### src/rtl/agu_pkg.sv
package agu_pkg;
  localparam int unsigned ADDR_W  = 32;
  localparam int unsigned SCALE_W = 2;

  typedef enum logic [1:0] {
    FORM_BASE_DISP      = 2'd0,
    FORM_BASE_INDEX     = 2'd1,
    FORM_BASE_SCIDX     = 2'd2,
    FORM_BASE_SCIDX_DSP = 2'd3
  } agu_form_e;

  function automatic logic form_uses_disp(agu_form_e f);
    return (f == FORM_BASE_DISP) || (f == FORM_BASE_SCIDX_DSP);
  endfunction

  function automatic logic form_uses_index(agu_form_e f);
    return (f != FORM_BASE_DISP);
  endfunction

  function automatic logic form_scales_index(agu_form_e f);
    return (f == FORM_BASE_SCIDX) || (f == FORM_BASE_SCIDX_DSP);
  endfunction
endpackage

### src/rtl/agu_disp_ext.sv
module agu_disp_ext #(
  parameter int unsigned W        = 32,
  parameter int unsigned NARROW_W = 8
) (
  input  logic         use_disp,
  input  logic         wide,
  input  logic [W-1:0] disp_in,
  output logic [W-1:0] disp_out
);
  localparam int unsigned EXT_W = W - NARROW_W;

  logic [W-1:0] narrow_ext;

  assign narrow_ext = {{EXT_W{disp_in[NARROW_W-1]}}, disp_in[NARROW_W-1:0]};

  always_comb begin
    if (!use_disp)   disp_out = '0;
    else if (wide)   disp_out = disp_in;
    else             disp_out = narrow_ext;
  end

  always_comb begin
    if (!use_disp) a_r2_disp_gated: assert (disp_out == '0);
  end
endmodule

### src/rtl/agu_index_scale.sv
module agu_index_scale #(
  parameter int unsigned W       = 32,
  parameter int unsigned SCALE_W = 2
) (
  input  logic               use_index,
  input  logic               do_scale,
  input  logic [SCALE_W-1:0] scale,
  input  logic [W-1:0]       index_in,
  output logic [W-1:0]       index_out
);
  localparam int unsigned NSHIFT = 1 << SCALE_W;

  logic [W-1:0] shifted [NSHIFT];

  for (genvar s = 0; s < NSHIFT; s++) begin : g_shift
    assign shifted[s] = index_in << s;
  end

  always_comb begin
    if (!use_index)    index_out = '0;
    else if (do_scale) index_out = shifted[scale];
    else               index_out = index_in;
  end

  always_comb begin
    if (use_index && !do_scale) a_r2_unscaled: assert (index_out == index_in);
  end
endmodule

### src/rtl/agu_adder3.sv
module agu_adder3 #(
  parameter int unsigned W = 32
) (
  input  logic [W-1:0] a,
  input  logic [W-1:0] b,
  input  logic [W-1:0] c,
  output logic [W-1:0] sum
);
  logic [W-1:0] ab;

  assign ab  = a + b;
  assign sum = ab + c;
endmodule

### src/rtl/agu_out_stage.sv
module agu_out_stage #(
  parameter int unsigned W       = 32,
  parameter bit          REG_OUT = 1'b1
) (
  input  logic         clk,
  input  logic         rst,
  input  logic         valid_in,
  input  logic         lea_in,
  input  logic [W-1:0] addr_in,
  output logic         valid_out,
  output logic [W-1:0] addr_out,
  output logic         req_out,
  output logic         wr_out,
  output logic [W-1:0] data_out
);
  logic         n_valid, n_req, n_wr;
  logic [W-1:0] n_addr, n_data;

  always_comb begin
    n_valid = valid_in;
    n_req   = valid_in && !lea_in;
    n_wr    = valid_in && lea_in;
    n_addr  = valid_in ? addr_in : '0;
    n_data  = n_wr ? addr_in : '0;
  end

  if (REG_OUT) begin : g_reg
    always_ff @(posedge clk) begin
      if (rst) begin
        valid_out <= 1'b0;
        req_out   <= 1'b0;
        wr_out    <= 1'b0;
        addr_out  <= '0;
        data_out  <= '0;
      end else begin
        valid_out <= n_valid;
        req_out   <= n_req;
        wr_out    <= n_wr;
        addr_out  <= n_addr;
        data_out  <= n_data;
      end
    end
  end else begin : g_comb
    assign valid_out = n_valid;
    assign req_out   = n_req;
    assign wr_out    = n_wr;
    assign addr_out  = n_addr;
    assign data_out  = n_data;
  end
endmodule

### src/rtl/agu_top.sv
module agu_top #(
  parameter int unsigned ADDR_W   = agu_pkg::ADDR_W,
  parameter int unsigned SCALE_W  = agu_pkg::SCALE_W,
  parameter int unsigned NARROW_W = 8,
  parameter bit          REG_OUT  = 1'b1
) (
  input  logic               clk,
  input  logic               rst,
  input  logic               in_valid,
  input  logic [ADDR_W-1:0]  base_val,
  input  logic [ADDR_W-1:0]  index_val,
  input  logic [SCALE_W-1:0] scale_sel,
  input  logic [ADDR_W-1:0]  disp_val,
  input  logic               disp_wide,
  input  logic [1:0]         form_sel,
  input  logic               lea_mode,
  output logic               out_valid,
  output logic [ADDR_W-1:0]  eff_addr,
  output logic               mem_req,
  output logic               lea_wr,
  output logic [ADDR_W-1:0]  wb_data
);
  import agu_pkg::*;

  agu_form_e         form;
  logic [ADDR_W-1:0] disp_term, index_term, addr_sum;

  assign form = agu_form_e'(form_sel);

  agu_disp_ext #(.W(ADDR_W), .NARROW_W(NARROW_W)) u_disp (
    .use_disp (form_uses_disp(form)),
    .wide     (disp_wide),
    .disp_in  (disp_val),
    .disp_out (disp_term)
  );

  agu_index_scale #(.W(ADDR_W), .SCALE_W(SCALE_W)) u_index (
    .use_index (form_uses_index(form)),
    .do_scale  (form_scales_index(form)),
    .scale     (scale_sel),
    .index_in  (index_val),
    .index_out (index_term)
  );

  agu_adder3 #(.W(ADDR_W)) u_add (
    .a   (base_val),
    .b   (index_term),
    .c   (disp_term),
    .sum (addr_sum)
  );

  agu_out_stage #(.W(ADDR_W), .REG_OUT(REG_OUT)) u_out (
    .clk       (clk),
    .rst       (rst),
    .valid_in  (in_valid),
    .lea_in    (lea_mode),
    .addr_in   (addr_sum),
    .valid_out (out_valid),
    .addr_out  (eff_addr),
    .req_out   (mem_req),
    .wr_out    (lea_wr),
    .data_out  (wb_data)
  );

  a_r8_lea_returns_addr: assert property (@(posedge clk) disable iff (rst)
    lea_wr |-> (wb_data == eff_addr) && !mem_req && out_valid);

  a_r9_req_no_writeback: assert property (@(posedge clk) disable iff (rst)
    mem_req |-> out_valid && !lea_wr && (wb_data == '0));

  if (REG_OUT) begin : g_timing_chk
    a_r10_valid_follows: assert property (@(posedge clk) disable iff (rst)
      in_valid |=> out_valid);

    a_r10_idle_follows: assert property (@(posedge clk) disable iff (rst)
      !in_valid |=> !out_valid && !mem_req && !lea_wr && (eff_addr == '0));

    a_r11_reset_clears: assert property (@(posedge clk)
      rst |=> !out_valid && !mem_req && !lea_wr);
  end
endmodule

### config.mk
export PLATFORM = sky130hd
export DESIGN_NAME = agu_top
export DESIGN_NICKNAME = d
export VERILOG_FILES = /design/src/rtl/agu_pkg.sv /design/src/rtl/agu_disp_ext.sv /design/src/rtl/agu_index_scale.sv /design/src/rtl/agu_adder3.sv /design/src/rtl/agu_out_stage.sv /design/src/rtl/agu_top.sv
export SDC_FILE = /design/constraint.sdc
export NUM_CORES = 1
export LEC_CHECK = 0
export BUFFER_PORTS_ARGS = -buffer_cell sky130_fd_sc_hd__buf_2
export CORE_UTILIZATION = 50
export DETAILED_ROUTE_END_ITERATION = 10
export PLACE_DENSITY = 0.78
export SYNTH_ARGS = -nofsm -noshare
export SYNTH_HDL_FRONTEND = slang
export SYNTH_SLANG_ARGS = --single-unit
### constraint.sdc
create_clock -name clk -period 9.2 [get_ports clk]
set_clock_uncertainty 0.1 [all_clocks]
set_input_delay 1.84 -clock clk [delete_from_list [all_inputs] [get_ports clk]]
set_output_delay 1.84 -clock clk [all_outputs]
set_load 0.03 [all_outputs]
==> results of run 1 <==
cell usage after synthesis (9+ instances only):
cell / number / area (µm²)
nor2_1: 102 / 383
a21oi_1: 93 / 465
nand2_1: 75 / 282
dfxtp_1: 67 / 1340
clkbuf_1: 38 / 143
ha_1: 33 / 413
fa_1: 32 / 641
mux2i_1: 26 / 260
nor3_1: 26 / 130
o21ai_0: 23 / 115
a2111oi_0: 17 / 149
inv_1: 16 / 60.1
nand4_1: 15 / 93.8
nor3b_1: 14 / 105
a21o_1: 13 / 97.6
xnor2_1: 13 / 114
nand2b_1: 12 / 75.1
nand3_1: 12 / 60.1
and2_1: 11 / 68.8
and3_1: 10 / 62.6
a211oi_1: 9 / 67.6
buf_2: 9 / 45.0
layout make-up:
| cell class | count | area (µm²) | area share [%] |
|---|---|---|---|
| Timing Repair Buffer | 177 | 901 | 12.8 |
| Multi-Input combinational cell | 612 | 4240 | 60.3 |
| Clock inverter | 7 | 82.6 | 1.18 |
| Sequential cell | 67 | 1340 | 19.1 |
| Tap cell | 143 | 179 | 2.55 |
| Inverter | 16 | 60.1 | 0.855 |
| Clock buffer | 9 | 225 | 3.21 |
per-layer routing:
layer,up-vias,GRT usage [%]
met2,284,49.6
met4,0,10.3
met3,35,5.41
li1,2939,-
met5,-,0
met1,2850,37.4
logic make-up (layout without fill, tap and decap cells):
family                   count (synthesis)  in the layout
AO/OA/AOI/OAI                          199            199
XOR/XNOR                                16             16
adder cells (fa/ha/maj)                 65             65
buffers and inverters                   71            209
flip-flops                              67             67
multiplexers                            29             29
AND/OR/NAND/NOR                        303            303
report_power, final:
group / switching (µW) / total, µW / leakage [µW] / internal [µW]
clock: 139 / 353 / 0.000145 / 214
sequential: 9.49 / 341 / 0.000548 / 331
combinational: 488 / 752 / 0.00261 / 263
worst max-delay path: cells and delay by family:
| kind | cells | cell delay, ns |
|---|---|---|
| buf+inv | 2 | 0.17 |
| simple gates | 5 | 1.90 |
| fa+ha+maj | 3 | 1.16 |
| compound gates | 7 | 1.66 |
registers in the layout, indices dropped and copies added, names as in the netlist:
register         count
u_out.wr_out         1
u_out.valid_out      1
u_out.req_out        1
u_out.data_out      32
u_out.addr_out      32
final timing paths:
kind / endpoint / cells after the start / from / slack, ns
worst min-delay path: u_out.req_out / 2 / lea_mode / 1.71
worst max-delay path: u_out.addr_out[29] / 17 / form_sel[0] / 2.62
per-stage QoR:
| step | util (%) | hold WS, ns | setup slack, ns | power, µW |
|---|---|---|---|---|
| after CTS | 61.5 | 1.70 | 2.68 | 1450 |
| final | 61.5 | 1.71 | 2.62 | 1450 |
| after floorplan | - | 1.99 | 3.51 | 892 |
| after global placement | 58.8 | 2.04 | 2.40 | 1080 |
| after detailed placement | 58.8 | 2.06 | 2.33 | 1090 |
| after global routing | 61.5 | 1.72 | 2.16 | 1550 |
==> out/results.txt, run 1 <==
Slew HR: 26.7%
Final setup fails: 0
NumNets Final: 1,053
Area Overhead vs Synth: 19.8%
CP Max Fanout: 34
GRT overflow: 0
#FFs+latches synth: 67
Largest net degree at the start of global routing: 58
Initial core utilization: 51.4%
First-pass GRT wire length: 27,400 µm
# clock sinks: 67
Synthesized netlist cell count: 750
Post-Synth Simple-Gate Area: 24.6%
WL/cell: 16.6 µm
Synth async-reset ratio: 0%
Ratio of cells with drive above 1 in the final layout: 22.7%
Met2 Wirelength: 8230 µm
Crit path cell chain: buf_2 -> inv_1 -> ha_1 -> or2_1 -> and2_0 -> nand2_1 -> a21oi_1 -> a221oi_1 -> nor2_1 -> fa_1 -> fa_1 -> a21o_1 -> a221o_1 -> a32oi_1 -> a21oi_1 -> o21ai_0 -> nor3b_1
GRT Overall Usage: 29.4%
Metal3 WL: 1380 µm
Ys flop type: dfxtp_1
Bufs on Longest Clock Path: 2
Final WL: 17,200 µm
Synthesized-area fraction occupied by adder cells: 18.0%
Vias: 6,108
Clock Tree Root: clkbuf_16
Final Cycle Share: 71.5%
Kind of critical path: in2reg
Vias per cell: 5.92
Final hold violation count: 0
Clock transition at path regs: 0.06 ns
DP Cell Count: 1,015
N_diodes: 0
Lkg Pwr: 0.00331 µW
Critical path launch point type: primary input
F_max: 152 MHz
TritonCTS Buffers: 9
GP Congestion: 0.959
Largest family of logic cells by synthesized area: simple AND/OR/NAND/NOR gates
Met1 wire length: 7100 µm
Commonest non-fill, non-tap cell in the layout: buf_2
Synthesized Nets: 920
Max-slew violations: 0
Post-synthesis xor/xnor area fraction: 2.39%
Vias in the first global route: 5,590
TNS Setup: 0 ns
Starting DRC count in detailed routing: 362
PortBufs: 171
Worst path slowest cell: or2_1
Drt drc: 0
Initial antenna violation count: 0
Layout Cells excl Fill: 1,031
Seq/Total Area, Yosys: 22.9%
CTS tree: built
Worst-margin pin slew: 1.10 ns
Ys Warns: 0
CP required: 9.35 ns
Pwr per Cell Area: 206 nW/µm²
Htree depth: 3
Crit path time final: 6.58 ns
Hold_buf cts: 0
Syn Std Cell Area: 5870 µm²
Antenna-violating nets left: 0
Die X: 110 µm
CP peak stage delay: 0.85 ns
RSZ-0062 raised after global routing: no
Dpl hpwl: 13,500 µm
Avg Cell Area, Syn: 7.82 µm²
Worst min path class: in2reg
Compound-cell area share of the yosys netlist: 21.7%
Run status: complete, no violations
Max-cap violations: 0
I/O Pins: 172
Core Rows: 39
Worst Setup End Kind: flop
Peak VDD IR: 0.151 mV
First-pass detailed-route iteration total: 5
Core area: 11,400 µm²
Synth cell types: 59
Filler cells: 1,074
Die height: 110 µm
Commonest cells after routing, fill and taps aside: buf_2, nor2_1, a21oi_1
Die ar.: 12,200 µm²
CP arrival: 6.73 ns
Post-synthesis mux area share: 5.59%
CTS resizes: 0
Number of buffers added for setup after CTS: 0
Placed cell areas: 6720 µm²
EDFF count, synth: 0
Max layer used: met4
Design Area, Final: 7030 µm²
No activity file was read; power rests on OpenSTA's default activity.
==> inputs of run 2 (changes only) <==
Settings changed: ABC_AREA from default to 1, CORE_UTILIZATION 50 to 49, PLACE_DENSITY 0.78 to 0.79.
Clock period 9.2 ns to 5.85 ns, I/O delays scaled along.
==> out/results.txt, run 2 <==
Run status: complete, no violations
Drt drc: 0
CP dominant cell by count: nand2_1
Final WL: 16,600 µm
Met3 usage: 3.35%
Sequential share of power: 23.9%
Max-cap violations: 0
M1 GR Usage: 35.4%
Critical path launch point type: primary input
Core Rows: 40
GRT overflow: 0
Vias: 6,561
Crit path time final: 4.61 ns
Sw Share: 44.2%
Syn Std Cell Area: 6120 µm²
Ratio of cells with drive above 1 in the final layout: 16.8%
Number of buffers added for setup after CTS: 0
Ys Warns: 0
# clock sinks: 67
P_sw: 982 µW
Multi-input gate area in the final layout: 3990 µm²
Met2 Use GR: 42.6%
Clock Tree Root: clkbuf_16
Synth async-reset ratio: 0%
Worst Hold Launch: lea_mode
Initial antenna violation count: 0
Commonest non-fill, non-tap cell in the layout: nand2_1
Worst Hold End: u_out.req_out
Die height: 114 µm
CP Max Fanout: 26
#FFs+latches synth: 67
Kind of critical path: in2reg
Sequential Area: 1340 µm²
I/O Pins: 172
Bufs on Longest Clock Path: 2
Int Power: 1240 µW
Ys flop type: dfxtp_1
Final setup fails: 0
Clock power share: 23.0%
Hold_buf cts: 0
CTS tree: built
Synthesized Nets: 1,185
Crit path buffers/inverters: 6
Antenna-violating nets left: 0
Post-Synth Simple-Gate Area: 36.6%
Final hold violation count: 0
Slew HR: 26.4%
Area Overhead vs Synth: 20.5%
NumNets Final: 1,341
Vias per cell: 4.88
WL/cell: 12.3 µm
Final Hold Slack: 0.918 ns
Top Registers: u_out.addr_out x32, u_out.data_out x32
N_diodes: 0
Max-slew violations: 0
Worst path slowest cell: fa_1
Commonest cells after routing, fill and taps aside: nand2_1, inv_1, buf_2
Die ar.: 13,000 µm²
Fin util: 60.9%
Synth top cells by count: nand2_1, inv_1, nor2_1
Core area: 12,100 µm²
Synth cell types: 32
First-pass GRT wire length: 27,400 µm
CP arrival: 4.67 ns
Synthesized-area fraction occupied by adder cells: 17.2%
GRT Overall Usage: 26.4%
Crit path cell chain: buf_2 -> inv_1 -> ha_1 -> inv_1 -> nand2_2 -> nand2_1 -> inv_2 -> a22oi_1 -> o21ai_1 -> nand2_1 -> inv_1 -> fa_1 -> ha_1 -> nand2_1 -> nor2_1 -> inv_1 -> nor2_1 -> nand4_1 -> nand3_1 -> nand2_1 -> nand2_1 -> nor2_1
CP required: 5.92 ns
Seq/Total Area, Yosys: 21.9%
Most common cell in the netlist: nand2_1
Htree depth: 3
First-pass detailed-route iteration total: 5
Filler cells: 1,216
Final Cycle Share: 78.8%
Tot Pwr: 2220 µW
PortBufs: 171
GR peak layer: met2
Synthesized netlist cell count: 1,015
Peak VDD IR: 0.155 mV
EDFF count, synth: 0
TritonCTS Buffers: 9
Compound-cell area share of the yosys netlist: 9.13%
GP Congestion: 0.992
Initial core utilization: 50.6%
Pwr per Cell Area: 301 nW/µm²
Worst-margin pin slew: 1.10 ns
Largest family of logic cells by synthesized area: simple AND/OR/NAND/NOR gates
CP peak stage delay: 0.41 ns
Clock transition at path regs: 0.05 ns
CTS resizes: 0
RSZ-0062 raised after global routing: no
TNS Setup: 0 ns
Worst min path class: in2reg
Worst Setup End Kind: flop
Lkg Pwr: 0.00445 µW
Largest net degree at the start of global routing: 38
Die X: 114 µm
F_max: 217 MHz
Post-synthesis mux area share: 0%
Gate power share: 53.1%
Yosys top cell area share: 23.1%
Avg Cell Area, Syn: 6.03 µm²
Hold Crit Depth: 2
Synth top area cells: nand2_1, dfxtp_1, inv_1
Cell taking the most area after synthesis: nand2_1
Dpl hpwl: 14,000 µm
Post-synthesis xor/xnor area fraction: 2.15%
Vias in the first global route: 6,052
CP top delay family: simple AND/OR/NAND/NOR gates
Starting DRC count in detailed routing: 390
## run 2: how the worst max path moves through the flow
stage | from | end | slack, ns | cells after the start
2_1_floorplan | form_sel[0] | u_out.addr_out[29] | 1.57 | 21
3_3_place_gp | form_sel[0] | u_out.data_out[22] | 1.01 | 24
3_5_place_dp | form_sel[0] | u_out.data_out[29] | 0.99 | 22
4_1_cts | form_sel[0] | u_out.data_out[21] | 1.29 | 22
5_1_grt | form_sel[0] | u_out.data_out[22] | 0.85 | 24
6_report | form_sel[0] | u_out.data_out[21] | 1.24 | 22
## run 2: cells by family (layout without fill, tap and decap cells)
logic type,Yosys count,count (layout)
compound gates,100,100
xor+xnor,15,15
fa+ha+maj,65,65
buf+inv,207,368
flops,67,67
simple gates,561,561
## run 2: routing by layer
layer	routed length, µm	share of wire, %
met2	7070	43
met4	616	3.7
met5	0	0
met1	7650	46
met3	1240	7.5
## run 2: final cells by class
type,instances,area share [%]
Sequential cell,67,18.2
Clock inverter,6,0.882
Inverter,177,9.00
Multi-Input combinational cell,741,54.0
Clock buffer,10,3.10
Timing Repair Buffer,175,12.0
Tap cell,168,2.85
## run 2: power by group through the flow
stage	sequential [µW]	combinational, µW	clock (µW)
2_1_floorplan	666	737	0
5_1_grt	536	1330	544
6_report	531	1180	511
3_5_place_dp	541	1160	0
3_3_place_gp	541	1150	0
4_1_cts	532	1170	520
## run 2: stage by stage
step	worst slack, ns	cell area, µm²	instances
5_1_grt	0.852	7380	1344
3_5_place_dp	0.985	7090	1328
6_report	1.24	7380	1344
4_1_cts	1.29	7380	1344
3_3_place_gp	1.01	7090	1328
2_1_floorplan	1.57	6120	1015
